**src/rtl/imn_pkg.sv**
```systemverilog
package imn_pkg;
   localparam int NDIR   = 8;
   localparam int DIR_N  = 0;
   localparam int DIR_S  = 1;
   localparam int DIR_E  = 2;
   localparam int DIR_W  = 3;
   localparam int DIR_NE = 4;
   localparam int DIR_NW = 5;
   localparam int DIR_SE = 6;
   localparam int DIR_SW = 7;
   typedef logic [NDIR-1:0] dir_vec_t;
endpackage

```
**src/rtl/imn_coord_chk.sv**
```systemverilog
module imn_coord_chk #(
   parameter int SIDE = 4,
   parameter int PW   = $clog2(SIDE) + 1
) (
   input  logic [PW-1:0] c,
   output logic          ok
);
   localparam int CW = $clog2(SIDE);

   if (SIDE < 2) begin : g_bad_side
      $error("imn_coord_chk: SIDE must be at least 2");
   end
   if (PW <= CW) begin : g_bad_pw
      $error("imn_coord_chk: PW must exceed clog2(SIDE)");
   end

   // power-of-two grids only need the bits above the coordinate range
   if ((1 << CW) == SIDE) begin : g_pow2
      assign ok = ~|(c >> CW);
   end else begin : g_generic
      assign ok = (c < PW'(SIDE));
   end
endmodule

```
**src/rtl/imn_link_map.sv**
```systemverilog
module imn_link_map
   import imn_pkg::*;
#(
   parameter int SIDE = 4,
   parameter int PW   = $clog2(SIDE) + 1
) (
   input  logic [PW-1:0] x,
   input  logic [PW-1:0] y,
   output dir_vec_t      links,
   output logic          ne_sw
);
   localparam logic [PW-1:0] EDGE = PW'(SIDE - 1);

   logic up, dn, rt, lf;

   assign up    = (y < EDGE);
   assign dn    = (y != '0);
   assign rt    = (x < EDGE);
   assign lf    = (x != '0);
   assign ne_sw = ~(x[0] ^ y[0]);

   always_comb begin
      links         = '0;
      links[DIR_N]  = up;
      links[DIR_S]  = dn;
      links[DIR_E]  = rt;
      links[DIR_W]  = lf;
      links[DIR_NE] = ne_sw  & rt & up;
      links[DIR_SW] = ne_sw  & lf & dn;
      links[DIR_NW] = ~ne_sw & lf & up;
      links[DIR_SE] = ~ne_sw & rt & dn;
   end
endmodule

```
**src/rtl/imn_step_select.sv**
```systemverilog
module imn_step_select
   import imn_pkg::*;
#(
   parameter int SIDE = 4,
   parameter int PW   = $clog2(SIDE) + 1
) (
   input  logic [PW-1:0] cur_x,
   input  logic [PW-1:0] cur_y,
   input  logic [PW-1:0] tgt_x,
   input  logic [PW-1:0] tgt_y,
   output dir_vec_t      step,
   output logic [PW-1:0] nxt_x,
   output logic [PW-1:0] nxt_y
);
   localparam int SW = PW + 1;

   logic signed [SW-1:0] dx, dy;
   logic        [SW-1:0] mag_x, mag_y;
   logic                 even_node, both_off, same_sign;

   assign dx        = $signed({1'b0, tgt_x}) - $signed({1'b0, cur_x});
   assign dy        = $signed({1'b0, tgt_y}) - $signed({1'b0, cur_y});
   assign mag_x     = dx[SW-1] ? SW'(-dx) : SW'(dx);
   assign mag_y     = dy[SW-1] ? SW'(-dy) : SW'(dy);
   assign even_node = ~(cur_x[0] ^ cur_y[0]);
   assign both_off  = (dx != '0) && (dy != '0);
   assign same_sign = (dx[SW-1] == dy[SW-1]);

   always_comb begin
      step = '0;
      if (dx == '0 && dy == '0) begin
         step = '0;
      end else if (both_off && same_sign && even_node) begin
         if (dx[SW-1]) step[DIR_SW] = 1'b1;
         else          step[DIR_NE] = 1'b1;
      end else if (both_off && !same_sign && !even_node) begin
         if (dx[SW-1]) step[DIR_NW] = 1'b1;
         else          step[DIR_SE] = 1'b1;
      end else if (mag_x >= mag_y) begin
         if (dx[SW-1]) step[DIR_W] = 1'b1;
         else          step[DIR_E] = 1'b1;
      end else begin
         if (dy[SW-1]) step[DIR_S] = 1'b1;
         else          step[DIR_N] = 1'b1;
      end
   end

   always_comb begin
      nxt_x = cur_x;
      nxt_y = cur_y;
      if (step[DIR_E] | step[DIR_NE] | step[DIR_SE]) nxt_x = cur_x + PW'(1);
      if (step[DIR_W] | step[DIR_NW] | step[DIR_SW]) nxt_x = cur_x - PW'(1);
      if (step[DIR_N] | step[DIR_NE] | step[DIR_NW]) nxt_y = cur_y + PW'(1);
      if (step[DIR_S] | step[DIR_SE] | step[DIR_SW]) nxt_y = cur_y - PW'(1);
   end
endmodule

```
**src/rtl/imn_router.sv**
```systemverilog
module imn_router
   import imn_pkg::*;
#(
   parameter int SIDE = 4,
   parameter int PW   = $clog2(SIDE) + 1,
   parameter int HW   = $clog2(2 * SIDE - 1)
) (
   input  logic          clk,
   input  logic          rst_n,
   input  logic          req,
   input  logic [PW-1:0] loc_x,
   input  logic [PW-1:0] loc_y,
   input  logic [PW-1:0] dst_x,
   input  logic [PW-1:0] dst_y,
   output logic          valid,
   output logic          route_err,
   output logic [7:0]    step_dir,
   output logic [HW-1:0] hops,
   output logic          diag_ne_sw,
   output logic [7:0]    nbr_mask
);
   localparam int MAX_HOPS = 2 * (SIDE - 1);

   if (SIDE < 2) begin : g_bad_side
      $error("imn_router: SIDE must be at least 2");
   end
   if ((1 << HW) <= MAX_HOPS) begin : g_bad_hw
      $error("imn_router: HW too narrow for the longest route");
   end

   // input range checks, one per coordinate
   logic [3:0]    in_ok;
   logic [PW-1:0] in_c [4];
   assign in_c[0] = loc_x;
   assign in_c[1] = loc_y;
   assign in_c[2] = dst_x;
   assign in_c[3] = dst_y;

   for (genvar i = 0; i < 4; i++) begin : g_chk
      imn_coord_chk #(.SIDE(SIDE), .PW(PW)) u_chk (.c(in_c[i]), .ok(in_ok[i]));
   end

   // state
   logic [PW-1:0] home_x, home_y, cur_x, cur_y, tgt_x, tgt_y;
   logic          home_ok, bad, busy;
   logic [HW-1:0] hop_cnt;
   dir_vec_t      first_dir;
   logic          valid_q, err_q;
   dir_vec_t      dir_q;
   logic [HW-1:0] hops_q;

   dir_vec_t      step;
   logic [PW-1:0] nxt_x, nxt_y;
   logic          arrived;

   imn_step_select #(.SIDE(SIDE), .PW(PW)) u_step (
      .cur_x(cur_x), .cur_y(cur_y), .tgt_x(tgt_x), .tgt_y(tgt_y),
      .step(step), .nxt_x(nxt_x), .nxt_y(nxt_y)
   );

   assign arrived = (cur_x == tgt_x) && (cur_y == tgt_y);

   always_ff @(posedge clk) begin
      if (!rst_n) begin
         home_x    <= '0;
         home_y    <= '0;
         cur_x     <= '0;
         cur_y     <= '0;
         tgt_x     <= '0;
         tgt_y     <= '0;
         home_ok   <= 1'b1;
         bad       <= 1'b0;
         busy      <= 1'b0;
         hop_cnt   <= '0;
         first_dir <= '0;
         valid_q   <= 1'b0;
         err_q     <= 1'b0;
         dir_q     <= '0;
         hops_q    <= '0;
      end else if (!busy) begin
         valid_q <= 1'b0;
         if (req) begin
            home_x    <= loc_x;
            home_y    <= loc_y;
            cur_x     <= loc_x;
            cur_y     <= loc_y;
            tgt_x     <= dst_x;
            tgt_y     <= dst_y;
            home_ok   <= in_ok[0] & in_ok[1];
            bad       <= ~&in_ok;
            busy      <= 1'b1;
            hop_cnt   <= '0;
            first_dir <= '0;
         end
      end else if (bad || arrived) begin
         busy    <= 1'b0;
         valid_q <= 1'b1;
         err_q   <= bad;
         dir_q   <= bad ? '0 : first_dir;
         hops_q  <= bad ? '0 : hop_cnt;
      end else begin
         cur_x   <= nxt_x;
         cur_y   <= nxt_y;
         hop_cnt <= hop_cnt + HW'(1);
         if (hop_cnt == '0) first_dir <= step;
      end
   end

   // neighbour set of the captured local node
   dir_vec_t home_links;
   logic     home_ne_sw;
   imn_link_map #(.SIDE(SIDE), .PW(PW)) u_home_map (
      .x(home_x), .y(home_y), .links(home_links), .ne_sw(home_ne_sw)
   );

   assign valid      = valid_q;
   assign route_err  = err_q;
   assign step_dir   = dir_q;
   assign hops       = hops_q;
   assign diag_ne_sw = home_ne_sw;
   assign nbr_mask   = home_ok ? home_links : '0;

   // link map of the walking position, used only to police the walker
   dir_vec_t cur_links;
   logic     cur_ne_sw;
   imn_link_map #(.SIDE(SIDE), .PW(PW)) u_cur_map (
      .x(cur_x), .y(cur_y), .links(cur_links), .ne_sw(cur_ne_sw)
   );

   // result pulse lasts one cycle
   assert_valid_pulse_R1: assert property (@(posedge clk) disable iff (!rst_n)
      valid |=> !valid);

   // result held until next completion
   assert_result_hold_R1: assert property (@(posedge clk) disable iff (!rst_n)
      !valid && !$past(busy) |-> $stable(step_dir) && $stable(hops));

   // a request while busy does not disturb the captured local node
   assert_busy_ignore_R2: assert property (@(posedge clk) disable iff (!rst_n)
      busy && req |=> $stable(home_x) && $stable(home_y));

   // each step of the walk uses a link the current node owns
   assert_step_legal_R4: assert property (@(posedge clk) disable iff (!rst_n)
      busy && !bad && !arrived |-> (step & ~cur_links) == '0);

   // a diagonal step matches the owned diagonal pair
   assert_diag_owned_R5: assert property (@(posedge clk) disable iff (!rst_n)
      busy && !bad && (step[DIR_NE] | step[DIR_SW]) |-> cur_ne_sw);

   // direction is one-hot or empty
   assert_dir_onehot_R7: assert property (@(posedge clk) disable iff (!rst_n)
      valid |-> $onehot0(step_dir));

   // zero hops means no direction
   assert_zero_hop_R7: assert property (@(posedge clk) disable iff (!rst_n)
      valid && !route_err && hops == '0 |-> step_dir == '0);

   // the walk never exceeds the longest possible route
   assert_hop_bound_R8: assert property (@(posedge clk) disable iff (!rst_n)
      busy |-> hop_cnt <= HW'(MAX_HOPS));

   // an error result carries no direction and no hops
   assert_err_silent_R9: assert property (@(posedge clk) disable iff (!rst_n)
      valid && route_err |-> step_dir == '0 && hops == '0);
endmodule

```
**config.mk**
```make
export PLATFORM = sky130hd
export DESIGN_NAME = imn_router
export DESIGN_NICKNAME = d
export VERILOG_FILES = /design/src/rtl/imn_pkg.sv /design/src/rtl/imn_coord_chk.sv /design/src/rtl/imn_link_map.sv /design/src/rtl/imn_step_select.sv /design/src/rtl/imn_router.sv
export SDC_FILE = /design/constraint.sdc
export NUM_CORES = 1
export LEC_CHECK = 0
export BUFFER_PORTS_ARGS = -buffer_cell sky130_fd_sc_hd__buf_2
export CAP_MARGIN = 20
export CORE_ASPECT_RATIO = 0.75
export CORE_MARGIN = 4
export CORE_UTILIZATION = 29
export CTS_CLUSTER_DIAMETER = 50
export CTS_CLUSTER_SIZE = 14
export DETAILED_ROUTE_END_ITERATION = 6
export MAX_ROUTING_LAYER = met4
export PLACE_DENSITY = 0.48
export RECOVER_POWER = 100
export SYNTH_ARGS = -nofsm -noshare
export SYNTH_HDL_FRONTEND = slang
export SYNTH_SLANG_ARGS = --single-unit
```
**constraint.sdc**
```tcl
create_clock -name clk -period 6.6 [get_ports clk]
set_input_delay 0.99 -clock clk [delete_from_list [all_inputs] [get_ports clk]]
set_output_delay 0.99 -clock clk [all_outputs]
set_load 0.01 [all_outputs]
```
# After elaboration in Yosys (flattened, before gate mapping)
# Cells that the tools add are included.
# classes
add_sub_neg	9
n_lt_le_gt_ge	3
eq_ne	7
n_mux	38
n_bitwise	22
reduce_logical	30
# ops
cell	count
2-to-1 mux 8 bit	7
2-to-1 mux 3 bit	14
2-to-1 mux 4 bit	4
adder 3 x 1 -> 3 bit (second input constant)	3
bitwise AND 1 bit	9
2-to-1 mux 1 bit	9
AND reduction 3 bit	3
logical NOT 4 bit	2
2-to-1 mux 2 bit	4
negation 4 bit	2
bitwise OR 1 bit	8
AND reduction 2 bit	4
nonzero test 4 bit	2
subtractor 3 x 3 -> 4 bit	2
logical AND 1 bit	7
equality test 3 bit	2
logical NOT 1 bit	6
less-than comparator 3 x 2 -> 1 bit (second input constant)	2
inequality test 3 x 1 -> 1 bit (second input constant)	2
nonzero test 3 bit	2
subtractor 3 x 1 -> 3 bit (second input constant)	2
greater-or-equal comparator 4 bit	1
AND reduction 4 bit	1
logical NOT 3 bit	1
other kinds (7)	10
# word_totals
regBits	45
in_bits	15
output_inout_bits	22
wordCells	124

# Logic depth before layout (Yosys ltp)
# Gate-level depths: netlist of run 1.
# depth
depth_word	14
depth_mapped	20
ltp_nobuf	20

# By module
# From an unflattened synthesis of run 1, not the netlist that was laid out.
# hier_totals
cells_unflattened	386
hier_area_um2	3159.3
# by_module_without_submodules
module	instances	cells_per_inst	area_per_inst_um2	seq_area_each_um2
imn_router	1	238	2042.0	900.9
imn_step_select	1	120	918.4	0.0
imn_link_map	1	24	183.9	0.0
imn_coord_chk	4	1	3.8	0.0

# Least setup slack after synthesis of run 1
# OpenSTA, ideal clock, no wires.
# synth_timing
kind	register -> register
start	reg cur_y[0]
end	reg cur_x[2]
setup_ns	0.072
t_arrival_ns	4.011
required_ns	6.528
setup_slack_ns	2.517
stages_incl_launch_ff	20
n_path_buf	0
synth_period_minus_slack_ns	4.083
cell_sequence	dfxtp_1 -> ha_1 -> inv_1 -> fa_1 -> inv_1 -> ha_1 -> nor2_1 -> xor2_1 -> ha_1 -> o21a_1 -> nor2_1 -> a21oi_2 -> a211oi_2 -> nor2_1 -> fa_1 -> xor2_1 -> or4b_2 -> mux2i_1 -> o21ai_0 -> mux2i_1
# synth_between
elab_chain_len	13
word_cells_on_any_way	37
classes_between	add/sub (2); order compare (1); eq/ne (4); mux (12); bitwise (6); reduce/logical (12)
# synth_rtl
element	line_no	text
start, declared	imn_router.sv:44	logic [PW-1:0] home_x, home_y, cur_x, cur_y, tgt_x, tgt_y;
start signal, assigned	imn_router.sv:86	cur_y <= loc_y;
start signal, assigned	imn_router.sv:103	cur_y <= nxt_y;
subtractor 3 x 3 -> 4 bit	imn_step_select.sv:22	assign dy = $signed({1'b0, tgt_y}) - $signed({1'b0, cur_y});
negation 4 bit (tied with other cells)	imn_step_select.sv:24	assign mag_y = dy[SW-1] ? SW'(-dy) : SW'(dy);
2-to-1 mux 4 bit (tied with other cells)	imn_step_select.sv:24	
greater-or-equal comparator 4 bit or logical AND 1 bit (tied branches)	imn_step_select.sv:39, imn_step_select.sv:36	
2-to-1 mux 2 bit or logical AND 1 bit (tied branches)	imn_step_select.sv:39, imn_step_select.sv:36	
2-to-1 mux 4 bit or 2-to-1 mux 2 bit (tied branches)	imn_step_select.sv:36	end else if (both_off && !same_sign && !even_node) begin
2-to-1 mux 4 bit or 2-to-1 mux 2 bit (tied branches)	imn_step_select.sv:33	end else if (both_off && same_sign && even_node) begin
2-to-1 mux 8 bit	imn_step_select.sv:31	if (dx == '0 && dy == '0) begin
bitwise OR 1 bit (2 in a row)	imn_step_select.sv:52	if (step[DIR_W] | step[DIR_NW] | step[DIR_SW]) nxt_x = cur_x - PW'(1);
2-to-1 mux 3 bit	imn_step_select.sv:52	
2-to-1 mux 3 bit	imn_router.sv:95	end else if (bad || arrived) begin
2-to-1 mux 3 bit	imn_router.sv:80	end else if (!busy) begin
end signal, assigned	imn_router.sv:85	cur_x <= loc_x;
end signal, assigned	imn_router.sv:102	cur_x <= nxt_x;
end, declared	imn_router.sv:44	
# Parallel ways exist; a longest one is shown, timed or not. The select of a mux whose other input is x is not followed.
# A chain may end at the register's enable or synchronous reset.

# Worst setup path after layout of run 1
# layout_timing
start	reg cur_y[1]
end	reg cur_x[2]
# Same word-level chain as after synthesis.

==> results of run 1 <==
==> area by class of cell <==
class                      instances  area [um^2]  share of cell area
clock buffer                       6          139              0.0469
clock inverter                     1         7.51             0.00253
inverter                          19         71.3              0.0241
multi-input combinational        239         1540               0.520
sequential                        45          901               0.304
tap                              108          135              0.0456
timing repair buffer              39          169              0.0570
==> cells in the final DEF (no fill, tap or decap), types with 2 or more instances in the layout <==
master and instances:
dfxtp_1 45, nand2_1 37, nor2_1 36, a21oi_1 35
clkbuf_1 23, inv_1 19, buf_2 15, ha_1 14
nor3b_1 13, nor3_1 11, o21ai_0 9, nand3_1 7
xnor2_1 6, a31oi_1 6, a211oi_1 5, mux2i_1 5
clkbuf_16 5, xor2_1 4, fa_1 4, nor2b_1 3
o21a_1 3, nand4_1 3, a21o_1 2, o311a_1 2
nand2b_1 2, nor4_1 2
==> report_power, final <==
group	internal [uW]	leakage, uW	total, uW	switching (uW)
logic	324	0.000703	820	496
registers	302	0.000367	336	34.2
clock network	149	0.0000690	254	105
==> final timing paths <==
path              slack [ps]     start        to  depth (start not counted)
setup / recovery        1780  cur_y[1]  cur_x[2]                         19
hold reg to reg          470  tgt_x[0]  tgt_x[0]                          2
setup reg to reg        1780  cur_y[1]  cur_x[2]                         19
hold / removal           470  tgt_x[0]  tgt_x[0]                          2
==> per-layer routing <==
metal	global-route usage	up-vias	part of all wire
met1	0.204	1047	0.54
met3	0.0322	2	0.057
li1	-	1177	-
met2	0.208	58	0.40
met5	-	-	0
met4	0.0250	0	0.0028
==> metrics by stage <==
stage	area, um^2	util
after floorplan	2580	-
after global placement	2860	0.334
after detailed placement	2860	0.334
after CTS	3000	0.351
after global routing	2960	0.346
final	2960	0.346
==> cells in the mapped netlist (all sizes together) (2+ instances only) <==
cell	n	area share
nor3	11	0.021
nand4	3	0.0073
nor3b	13	0.038
mux2i	5	0.019
nand3	7	0.014
nor4	2	0.0049
o21ai	10	0.021
nor2b	3	0.0073
nand2b	2	0.0049
o311a	2	0.0078
and3	2	0.0053
xor2	4	0.014
o21a	3	0.0087
ha	14	0.068
a31oi	6	0.015
clkbuf	15	0.022
dfxtp	45	0.35
inv	19	0.028
a21oi	36	0.076
nand2	37	0.054
fa	4	0.031
a211oi	5	0.017
and2	3	0.0083
a21o	2	0.0058
xnor2	7	0.027
nor2	37	0.055
==> state kept, by name, summed over array words and instances, names as in the netlist, 3 cells and up <==
name       flops
first_dir      8
step_dir       8
cur_x          3
cur_y          3
home_x         3
home_y         3
hop_cnt        3
hops           3
tgt_x          3
tgt_y          3
==> tightest hold or removal path, cell delays in order (launching register included) <==
cell	delay (ps)
dfxtp_1	310
nand2_1	50
a21oi_1	60
==> cell families after synthesis <==
kind of cell,Yosys count,share of synthesized area
multiplexers,6,0.0238
buffers and inverters,34,0.0495
AO/OA/AOI/OAI,76,0.193
adder cells (fa/ha/maj),18,0.0991
flip-flops,45,0.350
AND/OR/NAND/NOR,128,0.245
XOR/XNOR,11,0.0403
==> results.json, run 1 <==
{
  "std_cell_rows": 29,
  "grt_start_max_net_pins": 40,
  "asyncSetResetFlopFracSynth": 0,
  "coreArea_um2": 8560,
  "grt_overflow": 0,
  "cts-root-buf": "clkbuf_16",
  "htreeDepth": 2,
  "report.final.slew_viol_count": 0,
  "cp_num_buf_inv": 1,
  "rsz0062_at_grt": "false",
  "drv_cap": 0,
  "fin_skew_ps": 2.81,
  "avgSynthCellArea_um2": 8.10,
  "worst_ep_required_time_ps": 6820,
  "final_cells": 457,
  "avgRoutedWirePerCell_um": 14.7,
  "power.density_nw_per_um2": 476,
  "cts_buffers": 5,
  "worstMarginPinSlew_ps": 1040,
  "wl_mm": 6.71,
  "num_vias": 2284,
  "drc_errors": 0,
  "io_pins": 37,
  "fmax_ghz": 0.208,
  "setup-tns-final_ps": 0,
  "viasPerCell": 5.00,
  "hold_ws_ps": 465,
  "dp.cells": 450,
  "layout-drive-gt1-share": 0.0974,
  "hold_viol": 0,
  "post-place-ws_ps": 2170,
  "outcome": "completed",
  "first_iter_violations": 150,
  "worstHoldPathType": "reg -> reg",
  "grt_pass1_vias": 2195,
  "die_w_um": 117,
  "cts_tree": "yes",
  "p_leak_uw": 0.00114,
  "period_share": 0.730,
  "clkTransAtPathRegs_ps": 60,
  "grt_pass1_wl_mm": 11.4,
  "ys.warnings.count": 0,
  "vdd_ir_drop_max_v": 0.000205,
  "finalSetupViolCount": 0,
  "synth_enable_flop_cells": 0,
  "synth_flop_cell": "dfxtp_1",
  "crit_top_cell": "nor2_1",
  "ys_types": 56,
  "first_pass_iters": 6,
  "portBuffers": 36,
  "min_period_ps": 4820,
  "synth-seq-cells": 45,
  "filler_cell_count": 933,
  "diodes": 0,
  "ctsResizeCount": 0,
  "critPathMaxFanout": 8,
  "cts_setup_buffers": 0,
  "maxSlewHeadroom": 0.309,
  "dp_hpwl_mm": 4.88,
  "crit_path_cell_trace": "inv_1 -> ha_1 -> nor2b_1 -> o21ai_0 -> nand2_1 -> nor2_1 -> xor2_1 -> ha_1 -> o21a_1 -> nor2_1 -> a21oi_1 -> a211oi_1 -> nor2_1 -> fa_1 -> xor2_1 -> or4b_2 -> mux2i_1 -> o21ai_0 -> mux2i_1",
  "cp-end-kind": "flop",
  "clock_sinks": 45,
  "insertion_delay_ps": 290,
  "power_uw": 1410,
  "die_area_um2": 10500,
  "crit_slowest_cell": "or4b_2",
  "hold_buffers": 0,
  "cp.arrival_ps": 5040,
  "synth_nets": 351,
  "drt.antenna.violating_nets": 0,
  "cp_top_family": "simple AND/OR/NAND/NOR gates",
  "netlist_area_um2": 2580,
  "area_growth_pct": 15.0,
  "nets": 382,
  "antenna_found_initial": 0,
  "cts.path.max_buffers": 2,
  "critPathMaxStageDelay_ps": 600,
  "syn_inst": 318,
  "die_h_um": 89.6,
  "fin_ws_ps": 1780,
  "grt_usage": 0.142,
  "initial_core_util": 0.301,
  "ys_seq_area_frac": 0.350,
  "worstSetupPathType": "reg -> reg",
  "startpoint_type": "flop",
  "place.gp.congestion": 0.934
}
Note: power is estimated with default switching activity, not from simulation.
==> run 2: changes to the inputs <==
--- a/config.mk
+++ b/config.mk
@@ -5,6 +5,7 @@
 export SDC_FILE = /design/constraint.sdc
 export NUM_CORES = 1
 export LEC_CHECK = 0
+export ABC_AREA = 1
 export BUFFER_PORTS_ARGS = -buffer_cell sky130_fd_sc_hd__buf_2
 export CAP_MARGIN = 20
 export CORE_ASPECT_RATIO = 0.75
==> constraint.sdc (replaced) <==
create_clock -name clk -period 4.65 [get_ports clk]
set_input_delay 0.6975 -clock clk [delete_from_list [all_inputs] [get_ports clk]]
set_output_delay 0.6975 -clock clk [all_outputs]
set_load 0.01 [all_outputs]
==> run 2 against run 1 <==
  * Utilization rose by 0.072 points
  * Sequential power rose by 40%
  * Combinational power rose by 39%
  * Highest routed layer unchanged
  * Worst setup slack got worse by 1000 ps
==> results.json, run 2 <==
{
  "place.gp.congestion": 0.785,
  "ff2ff_path_depth": 24,
  "grt_usage": 0.129,
  "io_pins": 37,
  "clock_sinks": 45,
  "r2r_slack_ps": 750,
  "reg2reg_to": "cur_y[2]",
  "die_h_um": 90.2,
  "drc_errors": 0,
  "portBuffers": 36,
  "report.final.slew_viol_count": 0,
  "synth_enable_flop_cells": 0,
  "cp-startpoint": "cur_x[0]",
  "setup-tns-final_ps": 0,
  "hold_viol": 0,
  "htreeDepth": 2,
  "antenna_found_initial": 0,
  "first_iter_violations": 85,
  "drv_cap": 0,
  "layout-drive-gt1-share": 0.0866,
  "startpoint_type": "flop",
  "die_w_um": 118,
  "cts_tree": "yes",
  "wl_mm": 6.40,
  "fin_skew_ps": 4.55,
  "min_period_ps": 3900,
  "vdd_ir_drop_max_v": 0.000229,
  "final_cell_mix": "nand2_1 (80), inv_1 (46), dfxtp_1 (45)",
  "syn_inst": 371,
  "worstSetupPathType": "reg -> reg",
  "ctsResizeCount": 0,
  "final_common_cell": "nand2_1",
  "synth_flop_cell": "dfxtp_1",
  "cp-end-kind": "flop",
  "cts_setup_buffers": 0,
  "area_growth_pct": 14.1,
  "insertion_delay_ps": 290,
  "std_cell_rows": 29,
  "cts-root-buf": "clkbuf_16",
  "cp.arrival_ps": 4080,
  "ys_top_cells_by_area": "dfxtp_1 (34%), nand2_1 (11%), ha_1 (6.7%), inv_1 (6.5%), nand3_1 (6.1%)",
  "num_vias": 2392,
  "rsz0062_at_grt": "false",
  "cts_buffers": 5,
  "hold_buffers": 0,
  "fmax_ghz": 0.257,
  "netlist_area_um2": 2610,
  "worstHoldPathType": "reg -> reg",
  "diodes": 0,
  "drt.antenna.violating_nets": 0,
  "nets": 436,
  "yosys-top-cells-count": "nand2_1 (78), dfxtp_1 (45), inv_1 (45)",
  "avgSynthCellArea_um2": 7.04,
  "yosys.area.top_type_share": 0.345,
  "maxSlewHeadroom": 0.376,
  "dpl_cell_area_um2": 2870,
  "coreArea_um2": 8600,
  "rr_startpoint": "cur_x[0]",
  "asyncSetResetFlopFracSynth": 0,
  "avgRoutedWirePerCell_um": 12.5,
  "ys.warnings.count": 0,
  "filler_cell_count": 932,
  "synth_area_leader_cell": "dfxtp_1",
  "clkTransAtPathRegs_ps": 60,
  "ys_types": 31,
  "p_leak_uw": 0.00133,
  "grt_pass1_wl_mm": 11.0,
  "period_share": 0.838,
  "worst_ep_required_time_ps": 4830,
  "synth_nets": 404,
  "grt_overflow": 0,
  "first_pass_iters": 5,
  "grt_start_max_net_pins": 30,
  "synth.most_common_cell": "nand2_1",
  "critPathMaxFanout": 5,
  "finish.instance_area_um2": 2980,
  "grt_pass1_vias": 2212,
  "viasPerCell": 4.67,
  "outcome": "completed",
  "finalSetupViolCount": 0,
  "initial_core_util": 0.304,
  "die_area_um2": 10600,
  "crit_end": "cur_y[2]",
  "dp_hpwl_mm": 4.96,
  "synth-seq-cells": 45,
  "cts.path.max_buffers": 2,
  "ys_seq_area_frac": 0.345,
  "power.density_nw_per_um2": 680,
  "worstMarginPinSlew_ps": 935
}
==> run 2: cell count changes in the layout (fill, tap and decap cells not counted), moves of 6 or more <==
cell,previous run,this run
nor2_1,36,44
a31oi_1,6,0
nand3_1,7,35
nor3b_1,13,0
nand2_1,37,80
o21ai_0,9,18
inv_1,19,46
==> run 2: metal layers <==
| layer | track usage | wire (um) |
|---|---|---|
| met1 | 0.190 | 3600 |
| met2 | 0.170 | 2420 |
| met3 | 0.0307 | 298 |
| met5 | - | 0 |
| met4 | 0.0429 | 82 |
==> run 2: final cells by class <==
type / instances / area [um^2] / area share
multi-input cells: 267 / 1440 / 0.483
flip-flops and latches: 45 / 901 / 0.302
inverters: 48 / 180 / 0.0605
repair buffers: 36 / 153 / 0.0512
clock buffers: 7 / 143 / 0.0479
well taps: 108 / 135 / 0.0453
clock inverters: 1 / 30.0 / 0.0101
==> run 2: power by group <==
part / switching [uW] / leakage, uW / internal [uW]
Clock: 144 / 0.0000841 / 268
Sequential: 39.5 / 0.000368 / 430
Combinational: 740 / 0.000881 / 404
Total: 924 / 0.00133 / 1100
==> run 2: logic make-up after synthesis <==
kind of cell | synth area share
compound gates | 0.112
flops | 0.345
buf+inv | 0.0896
xor+xnor | 0.0201
simple gates | 0.335
fa+ha+maj | 0.0977
==> run 2: worst min path at each step <==
stage,from,end,slack [ps],depth (start not counted)
floorplan,tgt_x[0],tgt_x[0],430,2
global placement,route_err,route_err,450,2
detailed placement,step_dir[7],step_dir[7],460,2
CTS,step_dir[7],step_dir[7],470,2
global route,step_dir[0],step_dir[0],490,2
finish,first_dir[6],first_dir[6],460,2
==> run 2: worst max-delay path: stages, from the launching register on <==
cell	delay, ps
dfxtp_1	470
ha_1	230
inv_1	70
fa_1	480
inv_1	60
ha_1	290
nand2_1	60
o21ai_0	90
ha_1	320
inv_1	40
o21bai_1	120
nand3_1	80
nand3_1	150
nor2_1	80
nand2_1	80
nor2_1	80
nor2_4	120
inv_1	60
fa_1	370
xnor2_1	190
nand4_1	110
nand2_1	70
nor2_1	40
nor2_1	90
nor2_1	50
==> run 2: per-stage QoR <==
step	setup WS, ps	hold slack, ps	total power, uW	cells	utilization
global placement	831	449	1660	504	0.334
detailed placement	761	455	1680	504	0.334
CTS	744	465	2100	512	0.354
finish	755	463	2030	512	0.347
floorplan	1140	433	1430	371	-
global route	316	487	2250	512	0.347
